==> src/rtl/fcvt_pkg.sv <==
package fcvt_pkg;

    localparam int FP_EXP_W = 11;
    localparam int FP_MAN_W = 52;
    localparam int DST_W    = 64;

    typedef enum logic [1:0] {
        RM_NEAR_EVEN = 2'b00,
        RM_TO_ZERO   = 2'b01,
        RM_TO_POS    = 2'b10,
        RM_TO_NEG    = 2'b11
    } rmode_e;

endpackage

==> src/rtl/fcvt_classify.sv <==
module fcvt_classify #(
    parameter int EXP_W = 11,
    parameter int MAN_W = 52
) (
    input  logic [EXP_W+MAN_W:0]         src,
    output logic                         sign,
    output logic                         is_nan,
    output logic                         is_snan,
    output logic                         is_zero,
    output logic                         is_tiny,
    output logic [MAN_W:0]               mant,
    output logic signed [EXP_W+1:0]      e_unb
);
    localparam int BIAS = (1 << (EXP_W - 1)) - 1;
    localparam logic signed [EXP_W+1:0] BIAS_S = BIAS[EXP_W+1:0];

    logic [EXP_W-1:0]        exp_f;
    logic [MAN_W-1:0]        frac_f;
    logic signed [EXP_W+1:0] exp_s;
    logic                    exp_all1;
    logic                    exp_all0;
    logic                    frac_nz;

    assign sign     = src[EXP_W+MAN_W];
    assign exp_f    = src[EXP_W+MAN_W-1:MAN_W];
    assign frac_f   = src[MAN_W-1:0];
    assign exp_all1 = &exp_f;
    assign exp_all0 = ~|exp_f;
    assign frac_nz  = |frac_f;

    assign is_nan  = exp_all1 && frac_nz;
    assign is_snan = is_nan && !frac_f[MAN_W-1];
    assign is_zero = exp_all0 && !frac_nz;
    assign is_tiny = exp_all0 && frac_nz;

    assign mant  = {1'b1, frac_f};
    assign exp_s = {2'b00, exp_f};
    assign e_unb = exp_s - BIAS_S;

endmodule

==> src/rtl/fcvt_round.sv <==
module fcvt_round
    import fcvt_pkg::*;
#(
    parameter int EXP_W = 11,
    parameter int MAN_W = 52,
    parameter int INT_W = 64
) (
    input  logic [MAN_W:0]          mant,
    input  logic signed [EXP_W+1:0] e_unb,
    input  logic                    sign,
    input  logic                    is_zero,
    input  logic                    is_tiny,
    input  rmode_e                  rm,
    output logic                    huge,
    output logic [INT_W:0]          rmag,
    output logic                    round_up,
    output logic                    not_exact
);
    localparam int FX_W = 2 * INT_W;
    localparam int SH_W = $clog2(FX_W);
    localparam logic signed [EXP_W+1:0] LIM_HI = INT_W[EXP_W+1:0];
    localparam logic signed [EXP_W+1:0] LIM_LO = -1;
    localparam int OFF = INT_W - MAN_W;
    localparam logic signed [EXP_W+1:0] OFF_S = OFF[EXP_W+1:0];

    logic signed [EXP_W+1:0] sh_s;
    logic [SH_W-1:0]         shamt;
    logic [FX_W-1:0]         fx;
    logic [INT_W-1:0]        ipart;
    logic                    half;
    logic                    stk;
    logic                    up;

    assign sh_s  = e_unb + OFF_S;
    assign shamt = sh_s[SH_W-1:0];
    assign fx    = {{(FX_W-MAN_W-1){1'b0}}, mant} << shamt;

    always_comb begin
        ipart = '0;
        half  = 1'b0;
        stk   = 1'b0;
        huge  = 1'b0;
        if (is_zero) begin
            stk = 1'b0;
        end else if (e_unb >= LIM_HI) begin
            huge = 1'b1;
        end else if (is_tiny || (e_unb < LIM_LO)) begin
            stk = 1'b1;
        end else begin
            ipart = fx[FX_W-1:INT_W];
            half  = fx[INT_W-1];
            stk   = |fx[INT_W-2:0];
        end
    end

    always_comb begin
        unique case (rm)
            RM_NEAR_EVEN: up = half && (stk || ipart[0]);
            RM_TO_ZERO:   up = 1'b0;
            RM_TO_POS:    up = !sign && (half || stk);
            RM_TO_NEG:    up = sign && (half || stk);
            default:      up = 1'b0;
        endcase
    end

    assign rmag      = {1'b0, ipart} + {{INT_W{1'b0}}, up};
    assign round_up  = up;
    assign not_exact = half || stk;

endmodule

==> src/rtl/fcvt_range.sv <==
module fcvt_range #(
    parameter int INT_W = 64
) (
    input  logic              sign,
    input  logic              is_signed,
    input  logic              is_nan,
    input  logic              huge,
    input  logic [INT_W:0]    rmag,
    output logic [INT_W-1:0]  res,
    output logic              ovf
);
    localparam logic [INT_W:0]   S_POS_LIM = {2'b00, {(INT_W-1){1'b1}}};
    localparam logic [INT_W:0]   S_NEG_LIM = {2'b01, {(INT_W-1){1'b0}}};
    localparam logic [INT_W-1:0] S_MAX     = {1'b0, {(INT_W-1){1'b1}}};
    localparam logic [INT_W-1:0] S_MIN     = {1'b1, {(INT_W-1){1'b0}}};

    always_comb begin
        res = '0;
        ovf = 1'b0;
        if (is_nan) begin
            ovf = 1'b1;
            res = is_signed ? S_MIN : '0;
        end else if (is_signed) begin
            if (!sign) begin
                if (huge || (rmag > S_POS_LIM)) begin
                    ovf = 1'b1;
                    res = S_MAX;
                end else begin
                    res = rmag[INT_W-1:0];
                end
            end else begin
                if (huge || (rmag > S_NEG_LIM)) begin
                    ovf = 1'b1;
                    res = S_MIN;
                end else begin
                    res = -rmag[INT_W-1:0];
                end
            end
        end else begin
            if (!sign) begin
                if (huge || rmag[INT_W]) begin
                    ovf = 1'b1;
                    res = '1;
                end else begin
                    res = rmag[INT_W-1:0];
                end
            end else if (huge || (rmag != '0)) begin
                ovf = 1'b1;
                res = '0;
            end
        end
    end

endmodule

==> src/rtl/fcvt_f2i.sv <==
module fcvt_f2i
    import fcvt_pkg::*;
#(
    parameter int EXP_W = FP_EXP_W,
    parameter int MAN_W = FP_MAN_W,
    parameter int INT_W = DST_W
) (
    input  logic                   clk,
    input  logic                   rst_n,
    input  logic [EXP_W+MAN_W:0]   src_i,
    input  logic                   is_signed_i,
    input  logic [1:0]             rmode_i,
    input  logic                   inv_en_i,
    input  logic                   ovf_en_i,
    output logic [INT_W-1:0]       res_o,
    output logic                   wr_en_o,
    output logic                   sig_nan_o,
    output logic                   inv_cvt_o,
    output logic                   inexact_o,
    output logic                   exc_sum_o,
    output logic                   frac_rnd_o,
    output logic                   frac_inx_o,
    output logic                   ovf_o,
    output logic                   sum_ovf_o
);
    logic                    c_sign;
    logic                    c_nan;
    logic                    c_snan;
    logic                    c_zero;
    logic                    c_tiny;
    logic [MAN_W:0]          c_mant;
    logic signed [EXP_W+1:0] c_eunb;

    logic                    r_huge;
    logic [INT_W:0]          r_mag;
    logic                    r_up;
    logic                    r_inx;

    logic [INT_W-1:0]        s_res;
    logic                    s_ovf;

    logic                    n_cvi;
    logic                    n_inx;
    logic                    n_trap;

    fcvt_classify #(.EXP_W(EXP_W), .MAN_W(MAN_W)) u_cls (
        .src     (src_i),
        .sign    (c_sign),
        .is_nan  (c_nan),
        .is_snan (c_snan),
        .is_zero (c_zero),
        .is_tiny (c_tiny),
        .mant    (c_mant),
        .e_unb   (c_eunb)
    );

    fcvt_round #(.EXP_W(EXP_W), .MAN_W(MAN_W), .INT_W(INT_W)) u_rnd (
        .mant      (c_mant),
        .e_unb     (c_eunb),
        .sign      (c_sign),
        .is_zero   (c_zero),
        .is_tiny   (c_tiny),
        .rm        (rmode_e'(rmode_i)),
        .huge      (r_huge),
        .rmag      (r_mag),
        .round_up  (r_up),
        .not_exact (r_inx)
    );

    fcvt_range #(.INT_W(INT_W)) u_rng (
        .sign      (c_sign),
        .is_signed (is_signed_i),
        .is_nan    (c_nan),
        .huge      (r_huge),
        .rmag      (r_mag),
        .res       (s_res),
        .ovf       (s_ovf)
    );

    assign n_cvi  = s_ovf;
    assign n_inx  = r_inx && !s_ovf;
    assign n_trap = inv_en_i && (c_snan || n_cvi);

    always_ff @(posedge clk or negedge rst_n) begin
        if (!rst_n) begin
            res_o      <= '0;
            wr_en_o    <= 1'b0;
            sig_nan_o  <= 1'b0;
            inv_cvt_o  <= 1'b0;
            inexact_o  <= 1'b0;
            exc_sum_o  <= 1'b0;
            frac_rnd_o <= 1'b0;
            frac_inx_o <= 1'b0;
            ovf_o      <= 1'b0;
            sum_ovf_o  <= 1'b0;
        end else begin
            res_o      <= s_res;
            wr_en_o    <= !n_trap;
            sig_nan_o  <= c_snan;
            inv_cvt_o  <= n_cvi;
            inexact_o  <= n_inx;
            exc_sum_o  <= c_snan || n_cvi || n_inx;
            frac_rnd_o <= !n_trap && r_up;
            frac_inx_o <= !n_trap && n_inx;
            ovf_o      <= s_ovf;
            sum_ovf_o  <= s_ovf && ovf_en_i;
        end
    end

endmodule

==> config.mk <==
export PLATFORM = sky130hd
export DESIGN_NAME = fcvt_f2i
export DESIGN_NICKNAME = d
export VERILOG_FILES = /design/src/rtl/fcvt_pkg.sv /design/src/rtl/fcvt_classify.sv /design/src/rtl/fcvt_round.sv /design/src/rtl/fcvt_range.sv /design/src/rtl/fcvt_f2i.sv
export SDC_FILE = /design/constraint.sdc
export NUM_CORES = 1
export LEC_CHECK = 0
export BUFFER_PORTS_ARGS = -buffer_cell sky130_fd_sc_hd__buf_2
export CAP_MARGIN = 20
export CORE_UTILIZATION = 52
export CTS_CLUSTER_SIZE = 25
export DETAILED_ROUTE_END_ITERATION = 6
export HOLD_SLACK_MARGIN = 0.03
export PLACE_DENSITY = 0.74
export SETUP_SLACK_MARGIN = 0.3
export SLEW_MARGIN = 10
export SYNTH_ARGS = -nofsm -noshare
export SYNTH_HDL_FRONTEND = slang
export SYNTH_SLANG_ARGS = --single-unit
export TNS_END_PERCENT = 100
==> constraint.sdc <==
create_clock -name clk -period 0.9 [get_ports clk]
set_input_delay 0.045 -clock clk [delete_from_list [all_inputs] [get_ports clk]]
set_output_delay 0.045 -clock clk [all_outputs]
set_load 0.03 [all_outputs]
==> impl_metrics.py, run 1 <==
metrics = {
    "clock_tree": {
        "cts_root_buf": "clkbuf_16",
        "cts_made_buffers": 9,
        "h-tree-depth": 3,
        "cts_sinks": 72,
        "cts_buffer_depth": 2,
    },
    "floorplanning": {
        "fp.dieH_microns": 173,
        "rows": 62,
        "start_util_pct": 53.0,
        "ios": 144,
        "die_w_microns": 173,
    },
    "yosys": {
        "async_flop_share_pct": 100,
        "synth_area_leaders": "dfrtp_1 (12%), mux2i_1 (6.8%), nor2_1 (5.2%)",
        "synth-adder-area-share_pct": 0.576,
        "synth-xor-area-share_pct": 6.53,
        "synth_top_family_by_area": "simple AND/OR/NAND/NOR gates",
        "syn_area_sq_mm": 0.0152,
        "yosys.cell_types.count": 104,
        "synth_edf_count": 0,
        "synth-simple-area-share_pct": 33.1,
        "postSynthCellCount": 2096,
        "ys_ff_latch": 72,
        "syn_avg_cell_area_sq_um": 7.26,
        "ys_seq_area_share_pct": 11.8,
        "netlist.top_cell.by_area": "dfrtp_1",
        "synth_ff_type": "dfrtp_1",
        "synth_top_cell_area_share_pct": 11.8,
        "synth-compound-area-share_pct": 25.5,
        "ys.warnings.count": 0,
        "synth.area.mux_share_pct": 16.3,
        "synth.net_count": 2174,
    },
    "global_route": {
        "grt_pass1_vias": 34000,
        "grt_max_degree": 57,
        "grt-ovfl-total": 2402,
        "track_usage_pct": 97.2,
        "grt_pass1_wl_microns": 229000,
    },
    "placement": {
        "gp_congestion": 1.39,
        "dp_hpwl_microns": 72700,
        "pre_cts_slack_ps": -7170,
        "place_area_sq_mm": 0.0235,
        "io_buffers": 143,
        "placedCellCount": 3441,
    },
    "outcome": {
        "firstError": "[ERROR GRT-0116] Global routing finished with congestion. Check the congestion regions in the DRC Viewer.",
        "status": "aborted with a tool error",
        "lastStage": "global routing (5_1_grt)",
    },
}
[cell usage after synthesis, types with 17 or more instances]
library cell and instances:
and3_1 23, xnor2_1 61, nor3_1 134, buf_4 28
or3_1 27, a21oi_1 126, mux4_2 34, nand2b_1 22
nor2_1 212, nand4_1 59, nor4_1 73, o22ai_1 46
mux2i_1 103, and2_1 22, o21ai_0 95, mux2_2 61
nand3_1 92, nand2_1 174, o32ai_1 17, clkbuf_1 66
a211oi_1 36, buf_2 38, xor2_1 40, a31oi_1 34
dfrtp_1 72, o21ai_1 24
[kinds of logic after synthesis]
group | Yosys count
simple gates | 964
compound gates | 574
mux | 198
buf+inv | 174
xor+xnor | 107
flops | 72
fa+ha+maj | 7
[what timing repair did]
action,4_1_cts
pin swaps,67
buffers inserted,79
hold buffers,2
setup endpoints to repair,145
endpoints found under the hold margin,75
cloned,6
gates resized for setup,352
[per-layer routing]
layer	track usage, %	GRT overflow
met3	76.9	26
met5	47.9	2
met1	88.3	43
met4	107	532
met2	124	1799
[metrics by stage]
step           hold slack (ps)  utilization (%)  TNS, ps
2_1_floorplan             -251                -  -470970
3_3_place_gp             -77.4             81.9  -469180
3_5_place_dp             -75.5             81.9  -492580
4_1_cts                   -430             90.9  -415200
==> inputs of run 2 (changes only) <==
CORE_UTILIZATION = 37   (was 52)
CTS_CLUSTER_SIZE = unset   (was 25)
HOLD_SLACK_MARGIN = unset   (was 0.03)
PLACE_DENSITY = unset   (was 0.74)
PLACE_DENSITY_LB_ADDON = 0.15   (was unset)
SETUP_SLACK_MARGIN = unset   (was 0.3)
==> run 2 against run 1 <==
The flow now finishes, with violations (setup timing). Synthesized area unchanged. Synthesized cell count did not move.
==> impl_metrics.py, run 2 <==
metrics = {
    "routing": {
        "routed_wl_microns": 107000,
        "via_count": 24900,
        "vias_per_cell": 6.50,
        "drtIter0Drc": 2893,
        "antenna_left": 0,
        "drc": 0,
        "wl_per_cell_microns": 28.0,
        "firstDrtPassIters": 6,
    },
    "placement": {
        "place_area_sq_mm": 0.0247,
        "placedCellCount": 3695,
        "dp_hpwl_microns": 83600,
        "io_buffers": 143,
        "gp_congestion": 1.17,
    },
    "yosys": {
        "yosysMostFrequentCell": "nor2_1",
        "netlist.top_cell.by_area": "dfrtp_1",
        "synth_edf_count": 0,
        "synth_top_cell_area_share_pct": 11.8,
        "synth_area_leaders": "dfrtp_1 (12%), mux2i_1 (6.8%), nor2_1 (5.2%)",
        "ys.warnings.count": 0,
        "ys_ff_latch": 72,
        "ys_seq_area_share_pct": 11.8,
        "postSynthCellCount": 2096,
        "synth.net_count": 2174,
        "syn_area_sq_mm": 0.0152,
        "async_flop_share_pct": 100,
        "syn_avg_cell_area_sq_um": 7.26,
        "synth_ff_type": "dfrtp_1",
        "yosys.cell_types.count": 104,
        "synthTopCellsByCount": "nor2_1 (212), nand2_1 (174), nor3_1 (134)",
    },
    "cells_and_area": {
        "regMostFlops": "res_o",
        "largest_reg_flops": 64,
        "multi_input_area_sq_mm": 0.0146,
        "layout-drive-gt1-share_pct": 53.4,
        "fin_util_pct": 70.7,
        "stdcell_count": 3826,
        "nNetsFinal": 3370,
        "regArea_sq_mm": 0.00180,
        "layout_commonest_cell": "buf_4",
        "final_cell_mix": "buf_4 (1118), nor2_1 (199), nand2_1 (169)",
        "fillers": 3127,
        "finalInstanceArea_sq_mm": 0.0284,
        "area_growth_pct": 86.5,
    },
    "worst_setup_path": {
        "cp_common_cell": "buf_4",
        "slowest_stage": "or4_4",
        "arrival_ps": 7320,
        "worstSetupEndpointType": "flop",
        "cp.required_ps": 1160,
        "path_max_fanout": 11,
        "slowest_delay_ps": 510,
        "startpoint_type": "input pin",
        "worstSetupPathType": "input pin to flop",
    },
    "sta": {
        "hold_ws_ps": 124,
        "period_minus_slack_ps": 7060,
        "slew_viol_final": 0,
        "hold_viol": 0,
        "finalCritPeriodShare_pct": 784,
        "max_freq_mhz": 142,
        "tightest_slew_ps": 1120,
        "finalSetupViolCount": 117,
        "rsz0062_at_grt": "true",
        "timing.final.ws_setup_ps": -6160,
        "setup-tns-final_ps": -427820,
        "maxSlewHeadroom_pct": 24.8,
    },
    "floorplanning": {
        "ios": 144,
        "rows": 73,
        "fp.coreArea_sq_mm": 0.0401,
        "fp.dieH_microns": 205,
        "die_w_microns": 205,
        "start_util_pct": 37.9,
        "die_area_sq_mm": 0.0419,
    },
    "clock_tree": {
        "clkSlewWorstSetupHoldPaths_ps": 60,
        "cts_made_buffers": 9,
        "cts_root_buf": "clkbuf_16",
        "h-tree-depth": 3,
        "cts_buffer_depth": 2,
        "cts_tree": "built",
        "cts_sinks": 72,
    },
    "global_route": {
        "grt_pass1_vias": 24500,
        "grt-ovfl-total": 0,
        "grt_max_degree": 57,
        "track_usage_pct": 49.8,
        "antenna_found_initial": 4,
        "grt_pass1_wl_microns": 155000,
    },
    "job": {
        "cap_violations": 0,
    },
    "power_and_ir_drop": {
        "vdd_drop_max_mv": 0.979,
        "power_density_mw_per_mm2": 1360,
        "total_leakage_power_nw": 12.4,
    },
    "outcome": {
        "status": "finished with violations",
        "violations": "setup timing",
    },
    "hold_path": {
        "hold_class": "input pin to asynchronous set/reset pin",
    },
}
==> run 2: path summary, 6_finish.rpt <==
path	startpoint	to	slack [ps]
worst max-delay path	src_i[52]	res_o[57]	-6160
worst min-delay path	rst_n	res_o[12]	120
max in group asynchronous	rst_n	res_o[54]	320
min in group clk	is_signed_i	res_o[24]	190
==> run 2: power by group <==
part,switching [mW],internal [mW],total [mW]
logic,16.5,14.2,30.7
clock network,1.42,2.43,3.85
registers,0.252,3.67,3.93
total,18.2,20.3,38.5
==> run 2: area by class of cell <==
type                    instances  area share (%)
multi-input cells            1850            51.3
repair buffers               1341            38.6
flip-flops and latches         72            6.35
well taps                     525            2.32
clock buffers                  11           0.820
clock inverters                 5           0.287
inverters                      18           0.273
diodes                          4          0.0353
==> run 2: logic make-up after synthesis <==
logic type	share of synthesized area (%)
AOI/OAI and AO/OA	25.5
DFF	11.8
buffers and inverters	6.10
xor gates and xnor gates	6.53
and+or+nand+nor	33.1
muxes	16.3
adders and majority gates	0.576
==> run 2: what timing repair did <==
item                                   in CTS  in global routing
setup endpoints to repair                 145                145
hold buffers                                3                  0
gates cloned                                6                  1
setup buffers                              75                 30
pin swaps                                  88                 60
endpoints found under the hold margin      75                  0
resized for setup                         338                213
==> run 2: through the flow <==
stage	power (mW)	worst slack, ps
6_report	38.5	-6160
5_1_grt	39.5	-6320
4_1_cts	35.8	-5850
3_3_place_gp	28.9	-7910
2_1_floorplan	15.1	-6730
3_5_place_dp	29.1	-7910
==> run 2: metal layers <==
| layer | vias to the layer above | global-route usage (%) | part of all wire [%] |
|---|---|---|---|
| li1 | 10600 | - | - |
| met1 | 11800 | 52.8 | 34 |
| met2 | 1880 | 81.8 | 44 |
| met3 | 672 | 10.4 | 9.2 |
| met4 | 0 | 47.8 | 12 |
| met5 | - | 0 | 0 |
==> run 2: critical path: cells and delay by family <==
family	cells	cell delay, ps
XOR/XNOR	3	690
buffers and inverters	9	1500
AND/OR/NAND/NOR	15	3290
AO/OA/AOI/OAI	8	1380
adder cells (fa/ha/maj)	2	360
Power figures use the tool's default switching activity.
